===== config.mk =====
export PLATFORM = sky130hd
export DESIGN_NAME = uart_modem_regs
export DESIGN_NICKNAME = d
export VERILOG_FILES = /design/src/rtl/umr_pkg.sv /design/src/rtl/umr_addr_decode.sv /design/src/rtl/umr_ctl_reg.sv /design/src/rtl/umr_read_mux.sv /design/src/rtl/uart_modem_regs.sv
export SDC_FILE = /design/constraint.sdc
export NUM_CORES = 1
export LEC_CHECK = 0
export BUFFER_PORTS_ARGS = -buffer_cell sky130_fd_sc_hd__buf_2
export CAP_MARGIN = 15
export CORE_ASPECT_RATIO = 0.6
export CORE_MARGIN = 2
export CORE_UTILIZATION = 54
export CTS_CLUSTER_SIZE = 12
export DETAILED_ROUTE_END_ITERATION = 16
export PLACE_DENSITY = 0.84
export SLEW_MARGIN = 10
export SYNTH_ARGS = -nofsm -noshare
export SYNTH_HDL_FRONTEND = slang
export SYNTH_SLANG_ARGS = --single-unit
export TNS_END_PERCENT = 30

===== constraint.sdc =====
create_clock -name clk -period 3.13 [get_ports clk]
set_input_delay 0.4695 -clock clk [delete_from_list [all_inputs] [get_ports clk]]
set_output_delay 0.4695 -clock clk [all_outputs]
set_load 0.03 [all_outputs]

===== src/rtl/umr_pkg.sv =====
package umr_pkg;
   // control byte bit positions (behavioural, decoded by neighbours)
   localparam int MCR_DTR  = 0;
   localparam int MCR_RTS  = 1;
   localparam int MCR_BANK = 2;
   localparam int MCR_OP2  = 3;
   localparam int MCR_LOOP = 4;
   localparam int MCR_XON  = 5;
   localparam int MCR_IR   = 6;

   typedef struct packed {
      logic efr;
      logic mcr;
      logic msr;
      logic tcr;
      logic spr;
      logic tlr;
   } umr_sel_t;
endpackage


===== src/rtl/umr_addr_decode.sv =====
module umr_addr_decode
   import umr_pkg::*;
#(
   parameter int ADDR_W   = 3,
   parameter int OFF_EFR  = 2,
   parameter int OFF_MCR  = 4,
   parameter int OFF_BNKA = 6,
   parameter int OFF_BNKB = 7
) (
   input  logic [ADDR_W-1:0] offset,
   input  logic              enh_sel,
   input  logic              bank_alt,
   output umr_sel_t          sel
);
   always_comb begin
      sel.efr = (offset == ADDR_W'(OFF_EFR)) && enh_sel;
      sel.mcr = (offset == ADDR_W'(OFF_MCR));
      sel.msr = (offset == ADDR_W'(OFF_BNKA)) && !bank_alt;
      sel.tcr = (offset == ADDR_W'(OFF_BNKA)) &&  bank_alt;
      sel.spr = (offset == ADDR_W'(OFF_BNKB)) && !bank_alt;
      sel.tlr = (offset == ADDR_W'(OFF_BNKB)) &&  bank_alt;
   end
endmodule


===== src/rtl/umr_ctl_reg.sv =====
module umr_ctl_reg #(
   parameter int                DATA_W    = 8,
   parameter logic [DATA_W-1:0] PROT_MASK = '0
) (
   input  logic              clk,
   input  logic              rst,
   input  logic              we,
   input  logic              unlock,
   input  logic [DATA_W-1:0] wdata,
   output logic [DATA_W-1:0] q
);
   for (genvar i = 0; i < DATA_W; i++) begin : g_bit
      logic bit_we;
      if (PROT_MASK[i]) begin : g_guarded
         assign bit_we = we && unlock;
      end else begin : g_open
         assign bit_we = we;
      end
      always_ff @(posedge clk) begin
         if (rst)         q[i] <= 1'b0;
         else if (bit_we) q[i] <= wdata[i];
      end
   end
endmodule


===== src/rtl/umr_read_mux.sv =====
module umr_read_mux
   import umr_pkg::*;
#(
   parameter int DATA_W = 8
) (
   input  logic              rd,
   input  umr_sel_t          sel,
   input  logic [DATA_W-1:0] efr,
   input  logic [DATA_W-1:0] mcr,
   input  logic [DATA_W-1:0] msr,
   input  logic [DATA_W-1:0] tcr,
   input  logic [DATA_W-1:0] spr,
   input  logic [DATA_W-1:0] tlr,
   output logic [DATA_W-1:0] rdata
);
   always_comb begin
      rdata = '0;
      if (rd) begin
         rdata = ({DATA_W{sel.efr}} & efr) | ({DATA_W{sel.mcr}} & mcr)
               | ({DATA_W{sel.msr}} & msr) | ({DATA_W{sel.tcr}} & tcr)
               | ({DATA_W{sel.spr}} & spr) | ({DATA_W{sel.tlr}} & tlr);
      end
   end
endmodule


===== src/rtl/uart_modem_regs.sv =====
module uart_modem_regs
   import umr_pkg::*;
#(
   parameter int                ADDR_W    = 3,
   parameter int                DATA_W    = 8,
   parameter int                ENH_BIT   = 4,
   parameter int                OFF_EFR   = 2,
   parameter int                OFF_MCR   = 4,
   parameter int                OFF_BNKA  = 6,
   parameter int                OFF_BNKB  = 7,
   parameter logic [DATA_W-1:0] PROT_MASK = DATA_W'(8'h60)
) (
   input  logic              clk,
   input  logic              rst,
   input  logic [ADDR_W-1:0] reg_offset,
   input  logic              reg_wr,
   input  logic              reg_rd,
   input  logic [DATA_W-1:0] reg_wdata,
   input  logic              enh_sel,
   input  logic [DATA_W-1:0] modem_stat_in,
   output logic [DATA_W-1:0] reg_rdata,
   output logic [DATA_W-1:0] mcr_q_o,
   output logic [DATA_W-1:0] tcr_o,
   output logic [DATA_W-1:0] tlr_o,
   output logic              enh_en_o,
   output logic              loop_en_o,
   output logic              xon_any_o,
   output logic              ir_en_o,
   output logic              lb_ri_o,
   output logic              op2_o
);
   localparam int NUM_OFF = 1 << ADDR_W;

   if (DATA_W < 8) begin : g_bad_width
      $error("DATA_W must be at least 8");
   end
   if (ENH_BIT >= DATA_W) begin : g_bad_enh
      $error("ENH_BIT outside data width");
   end
   if (OFF_EFR >= NUM_OFF || OFF_MCR >= NUM_OFF || OFF_BNKA >= NUM_OFF || OFF_BNKB >= NUM_OFF) begin : g_bad_off
      $error("offset outside address range");
   end
   if (OFF_EFR == OFF_MCR || OFF_BNKA == OFF_BNKB || OFF_MCR == OFF_BNKA
       || OFF_MCR == OFF_BNKB || OFF_EFR == OFF_BNKA || OFF_EFR == OFF_BNKB) begin : g_bad_alias
      $error("register offsets must be distinct");
   end

   logic [DATA_W-1:0] efr_q, mcr_q, tcr_q, spr_q, tlr_q, msr_view;
   logic              bank_alt, loop_on;
   umr_sel_t          sel;

   assign bank_alt = efr_q[ENH_BIT] && mcr_q[MCR_BANK];
   assign loop_on  = mcr_q[MCR_LOOP];

   umr_addr_decode #(
      .ADDR_W(ADDR_W), .OFF_EFR(OFF_EFR), .OFF_MCR(OFF_MCR),
      .OFF_BNKA(OFF_BNKA), .OFF_BNKB(OFF_BNKB)
   ) u_dec (
      .offset(reg_offset), .enh_sel(enh_sel), .bank_alt(bank_alt), .sel(sel)
   );

   umr_ctl_reg #(.DATA_W(DATA_W), .PROT_MASK(PROT_MASK)) u_mcr (
      .clk(clk), .rst(rst), .we(reg_wr && sel.mcr),
      .unlock(efr_q[ENH_BIT]), .wdata(reg_wdata), .q(mcr_q)
   );

   always_ff @(posedge clk) begin
      if (rst) begin
         efr_q <= '0;
         tcr_q <= '0;
         spr_q <= '0;
         tlr_q <= '0;
      end else if (reg_wr) begin
         if (sel.efr) efr_q <= reg_wdata;
         if (sel.tcr) tcr_q <= reg_wdata;
         if (sel.spr) spr_q <= reg_wdata;
         if (sel.tlr) tlr_q <= reg_wdata;
      end
   end

   // loopback replaces the upper status bits with looped control bits
   always_comb begin
      msr_view = modem_stat_in;
      if (loop_on) begin
         msr_view[7] = mcr_q[MCR_OP2];
         msr_view[6] = mcr_q[MCR_BANK];
         msr_view[5] = mcr_q[MCR_DTR];
         msr_view[4] = mcr_q[MCR_RTS];
      end
   end

   umr_read_mux #(.DATA_W(DATA_W)) u_rmux (
      .rd(reg_rd), .sel(sel), .efr(efr_q), .mcr(mcr_q), .msr(msr_view),
      .tcr(tcr_q), .spr(spr_q), .tlr(tlr_q), .rdata(reg_rdata)
   );

   assign mcr_q_o   = mcr_q;
   assign tcr_o     = tcr_q;
   assign tlr_o     = tlr_q;
   assign enh_en_o  = efr_q[ENH_BIT];
   assign loop_en_o = loop_on;
   assign xon_any_o = mcr_q[MCR_XON];
   assign ir_en_o   = mcr_q[MCR_IR];
   assign lb_ri_o   = loop_on && mcr_q[MCR_BANK];
   assign op2_o     = loop_on ? !mcr_q[MCR_OP2] : 1'b1;
endmodule


---- Word level (Yosys, flattened, before mapping) ----
Index checks and enable logic that the tools add are counted.
storage, ports and cells
  register bits ........................... 40
  latch bits .............................. 0
  bits in writable memories ............... 0
  memory bits (read-only) ................. 0
  input bits .............................. 24
  output and inout bits ................... 38
  memories ................................ 0
cells by class
  add/sub/neg operators ................... 0
  multiply operators ...................... 0
  div/mod/pow operators ................... 0
  $lt $le $gt $ge ......................... 0
  equal/unequal tests ..................... 4
  shift operators ......................... 0
  multiplexer cells ....................... 3
  bitwise gates (word level) .............. 11
  reduce and logical (&&, ||, !) cells .... 15
operator list
  kind                  count
  $and A8 B8 Y8         6
  $or A8 B8 Y8          5
  $eq A3 B3 Y1 const B  3
  $logic_and A1 B1 Y1   9
  $mux W8               1
  $reduce_and A2 Y1     4
  $mux W4               1
  $eq A3 B2 Y1 const B  1
  $logic_not A1 Y1      2
  $mux W1               1

---- Logic depth before layout (Yosys ltp) ----
  depth in word-level cells ............... 9
  gate-level depth with buffers ........... 7
  gate-level depth less buffers ........... 4

---- By module ----
A second synthesis with hierarchy kept.
second synthesis, totals
  cells, all modules ...................... 202
  area, all modules ....................... 2062.0 um2
by module, submodules not included
  module           times used  cells an instance  area each (um2)
  uart_modem_regs  1           129                1386.3
  umr_read_mux     1           39                 306.5
  umr_ctl_reg      1           28                 305.3
  umr_addr_decode  1           6                  63.8

---- Least setup slack after synthesis ----
OpenSTA, ideal clock, no wires.
  path kind ............................... register to output
  start point ............................. reg u_mcr.q[2]
  end point ............................... out reg_rdata[2]
  arrival time ............................ 1.886 ns
  data required time ...................... 2.660 ns
  slack ................................... 0.774 ns
  stages on the path, launching flop included .. 7
  path buffers ............................ 2
  cell sequence ........................... dfxtp_1 -> buf_2 -> and2_1 -> buf_2 -> o21ai_0 -> o2111ai_1 -> a21boi_0
between the ends
  word-level cells in the longest chain between the ends .. 9
ends and longest elaborated chain
  what                               line                                          source
  from (decl)                        umr_ctl_reg.sv:10                             output logic [DATA_W-1:0] q
  from (signal, indexed assignment)  umr_ctl_reg.sv:21                             else if (bit_we) q[i] <= wdata[i];
  $logic_and A1 B1 Y1                uart_modem_regs.sv:52                         assign bank_alt = efr_q[ENH_BIT] && mcr_q[MCR_BANK];
  $logic_not A1 Y1                   umr_addr_decode.sv:18, umr_addr_decode.sv:20
  $logic_and A1 B1 Y1                umr_addr_decode.sv:18                         sel.msr = (offset == ADDR_W'(OFF_BNKA)) && !bank_alt;
  $and A8 B8 Y8                      umr_read_mux.sv:20                            | ({DATA_W{sel.msr}} & msr) | ({DATA_W{sel.tcr}} & tcr)
  $or A8 B8 Y8 (2 in series)         umr_read_mux.sv:20
  $or A8 B8 Y8                       umr_read_mux.sv:21                            | ({DATA_W{sel.spr}} & spr) | ({DATA_W{sel.tlr}} & tlr);
  $or A8 B8 Y8 *                     umr_read_mux.sv:21
  $mux W8 *                          umr_read_mux.sv:18                            if (rd) begin
  to (decl)                          uart_modem_regs.sv:21                         output logic [DATA_W-1:0] reg_rdata,
Mark *: on every way between the ends. The rest lies on a longest branch, timed or not.

---- Worst setup path in the final report ----
  start point ............................. reg efr_q[4]
  end point ............................... out reg_rdata[0]
between the ends
  word-level cells in the longest chain between the ends .. 9
ends and longest elaborated chain
  what                        line                                          source
  from (decl)                 uart_modem_regs.sv:48                         logic [DATA_W-1:0] efr_q, mcr_q, tcr_q, spr_q, tlr_q, msr_view;
  from (signal assigned)      uart_modem_regs.sv:74                         if (sel.efr) efr_q <= reg_wdata;
  $logic_and A1 B1 Y1 *       uart_modem_regs.sv:52
  $logic_not A1 Y1            umr_addr_decode.sv:18, umr_addr_decode.sv:20
  $logic_and A1 B1 Y1         umr_addr_decode.sv:18
  $and A8 B8 Y8               umr_read_mux.sv:20
  $or A8 B8 Y8 (2 in series)  umr_read_mux.sv:20
  $or A8 B8 Y8                umr_read_mux.sv:21
  $or A8 B8 Y8 *              umr_read_mux.sv:21
  $mux W8 *                   umr_read_mux.sv:18
Marks and branches as above.

==> results.yml <==
synth:
  multiplexer_area_fraction_after_synthesis: 0.208
  syn_inst: 224
  postSynth.asyncResetShare: 0
  synth-adder-area-share: 0
  ys_seq_area_frac: 0.402
  synth_top_family_by_area: "multiplexers"
  syn_nets: 248
  synth-simple-area-share: 0.174
  synthTopCellsByCount: "sky130_fd_sc_hd__dfxtp_1, sky130_fd_sc_hd__mux2i_1, sky130_fd_sc_hd__nor2_1, sky130_fd_sc_hd__nand2_1, sky130_fd_sc_hd__o21ai_0"
  yosys_warnings: 0
  synth_seq_cells: 40
  yosysMostFrequentCell: "sky130_fd_sc_hd__dfxtp_1"
  synth_top_cell_by_area: "sky130_fd_sc_hd__dfxtp_1"
  synthesis.area_mm2: 0.00199
  synth_flop_cell: "sky130_fd_sc_hd__dfxtp_1"
  postSynthAreaPerCell_um2: 8.90
  synth_cell_type_count: 37
  synth_enable_flop_cells: 0
  synth_compound_gate_area_share: 0.155
  synth_largest_type_area_fraction: 0.402
  synthXorXnorAreaFrac: 0
  synth_top_cells_by_area: "sky130_fd_sc_hd__dfxtp_1, sky130_fd_sc_hd__mux2i_1, sky130_fd_sc_hd__nor2_1"
floorplanning:
  fp.coreArea_mm2: 0.00359
  initial_utilization: 0.555
  rows: 17
  die_height_um: 51.1
  area_of_the_die_mm2: 0.00421
  boundaryPins: 62
  die_width_um: 82.5
drt:
  ant_nets: 0
  avgViaCountPerCell: 5.89
  wl_met3_um: 579
  maxUsedRoutingLayer: "met4"
  dr.first_iter.drc_count: 198
  dr_total_vias: 1892
  detailedRoute.firstPassIterationCount: 5
  finalWirelength_um: 5300
  drc_errors: 0
  wire_length_the_detailed_router_placed_on_met1_um: 2400
  wl_met2_um: 2270
  wl_per_cell_um: 16.5
clocking:
  cts_repair_resize_count: 0
  hold_buffers: 0
  clock_latency_ns: 0.30
  post_cts_repair_timing_setup_buffer_count: 0
  cts.htree.levels: 2
  cts_tree: "done"
  clkSlewWorstSetupHoldPaths_ns: 0.07
  cts_sinks: 40
  root_buffer: "sky130_fd_sc_hd__clkbuf_8"
  clock_path_buffers: 2
  cts_inserted_buffers: 5
setup_path:
  path_class: "register to primary output"
  register_to_register_setup_slack_ns: 0.93
  timing.critical_path.from_type: "register"
  critical_path.cell_chain: "nand2_1, mux2_2, a22oi_1, o22ai_1, buf_2"
  cpPeakStageDelay_ns: 0.57
  worst_r2r_endpoint: "tlr_o[1]$_SDFFE_PP0P_"
  critical_path_required_ns: 2.66
  regToRegStartpoint: "efr_q[4]$_SDFFE_PP0P_"
  type_of_destination_of_the_critical_path: "primary output"
  cpMaxStageDelayCell: "sky130_fd_sc_hd__dfxtp_1"
  worstRegToRegCells: 4
  worstPathArrival_ns: 2.33
  worst-path-max-fanout: 16
placement:
  place.port_buffers: 61
  place.gp.congestion: 0.888
  detailed_place.area_mm2: 0.00227
  placed_cells_incl_taps: 314
  hpwlAfterDp_um: 3640
  detailedPlace.worstSlack_ns: 0.690
global_route:
  number_of_global_route_vias_before_repair: 1582
  number_of_antenna_violations_at_the_first_check_in_global_routing: 0
  grt_first_pass_wirelength_um: 8380
  globalRouteTotalUtil: 0.275
  grt-ovfl-total: 0
  grt_start_max_net_pins: 41
timing:
  worst_pin_slew_ns: 0.722
  worst_clock_skew_ns: 0.00626
  grt_setup_unrepaired: "false"
  post-route-min-period_ns: 2.80
  final_report_hold_violation_count: 0
  finalWorstSetupSlack_ns: 0.329
  timing.final.max_slew_violations: 0
  fin_tns_setup_ns: 0
  post_route_fraction_of_the_period_consumed_by_the_critical_path: 0.895
  slew_headroom: 0.519
  setup_violations: 0
  final.hold.worst_slack_ns: 0.456
  max_freq_mhz: 357
final_layout:
  finalCoreUtilization: 0.667
  antenna_cells_inserted: 0
  finalNonFillerCells: 321
  drive_gt1_frac: 0.292
  finalInstanceArea_mm2: 0.00240
  syn2layout_area_growth_pct: 20.1
  design.final.nets: 298
outcome:
  outcome: "finished clean"
power_and_ir_drop:
  pwr_density_cell_mw_per_mm2: 460
  leakagePower_nw: 0.998
  vdd_drop_max_v: 0.000368
  post-layout-total-power_mw: 1.10
worst_hold_path:
  worst_hold_path.num_cells: 3
  timing.hold.worst_endpoint: "spr_q[7]$_SDFFE_PP0P_"
  class_of_the_most_critical_hold_timing_path: "primary input to register"
  hold_path_startpoint: "reg_wdata[7]"
flow_run:
  maxcap_violations: 0
-- how the worst max path moves through the flow --
| stage | start | endpoint | slack (ns) |
|---|---|---|---|
| finish | efr_q[4]$_SDFFE_PP0P_ | reg_rdata[0] | 0.33 |
| global route | efr_q[4]$_SDFFE_PP0P_ | reg_rdata[0] | 0.14 |
| CTS | efr_q[4]$_SDFFE_PP0P_ | reg_rdata[3] | 0.38 |
| detailed placement | efr_q[4]$_SDFFE_PP0P_ | reg_rdata[3] | 0.69 |
| global placement | efr_q[4]$_SDFFE_PP0P_ | reg_rdata[3] | 0.70 |
| floorplan | u_mcr.q[2]$_SDFFE_PP0P_ | reg_rdata[2] | 0.77 |
-- metal layers --
layer,global-route usage,vias up
met5,0,-
met4,0.0861,0
met3,0.0830,7
met2,0.366,115
met1,0.417,881
li1,-,889
-- cell usage in the layout, fill, tap and decap left out, types with 4 or more instances in the layout --
master                     instances
sky130_fd_sc_hd__a21oi_1          12
sky130_fd_sc_hd__a22o_1            4
sky130_fd_sc_hd__a22oi_1           5
sky130_fd_sc_hd__buf_2            61
sky130_fd_sc_hd__clkbuf_8          5
sky130_fd_sc_hd__dfxtp_1          40
sky130_fd_sc_hd__mux2i_1          38
sky130_fd_sc_hd__nand2_1          17
sky130_fd_sc_hd__nor2_1           33
sky130_fd_sc_hd__o21ai_0          16
sky130_fd_sc_hd__o22ai_1           5
-- cells by family (layout without fill, tap and decap cells) --
| family | Yosys count | count (layout) |
|---|---|---|
| buffers and inverters | 22 | 72 |
| flip-flops | 40 | 40 |
| AO/OA/AOI/OAI | 50 | 50 |
| multiplexers | 41 | 41 |
| AND/OR/NAND/NOR | 71 | 71 |
-- where the power goes --
| part | switching, mW | total [mW] | internal [mW] |
|---|---|---|---|
| combinational | 0.0589 | 0.0909 | 0.0320 |
| sequential | 0.00497 | 0.519 | 0.514 |
| clock | 0.178 | 0.492 | 0.314 |
-- state kept, by name, summed over array words and instances, names as in the netlist --
signal   flops
spr_q        8
tcr_o        8
u_mcr.q      8
tlr_o        8
efr_q        8
-- final cells by class --
cell class | instances | area, um^2
Clock inverter | 2 | 60.1
Inverter | 1 | 3.75
Clock buffer | 5 | 68.8
Sequential cell | 40 | 801
Timing Repair Buffer | 64 | 328
Multi-Input combinational cell | 162 | 1080
Fill cell | 321 | 1200
Tap cell | 47 | 58.8
-- worst max-delay path: cells and delay by family (launching register included) --
family                 cells  cell delay, ns
buffers and inverters      1            0.21
AO/OA/AOI/OAI              2            0.29
flip-flops                 1            0.57
multiplexers               1            0.44
AND/OR/NAND/NOR            1            0.52
(Power assumes the default switching activity.)
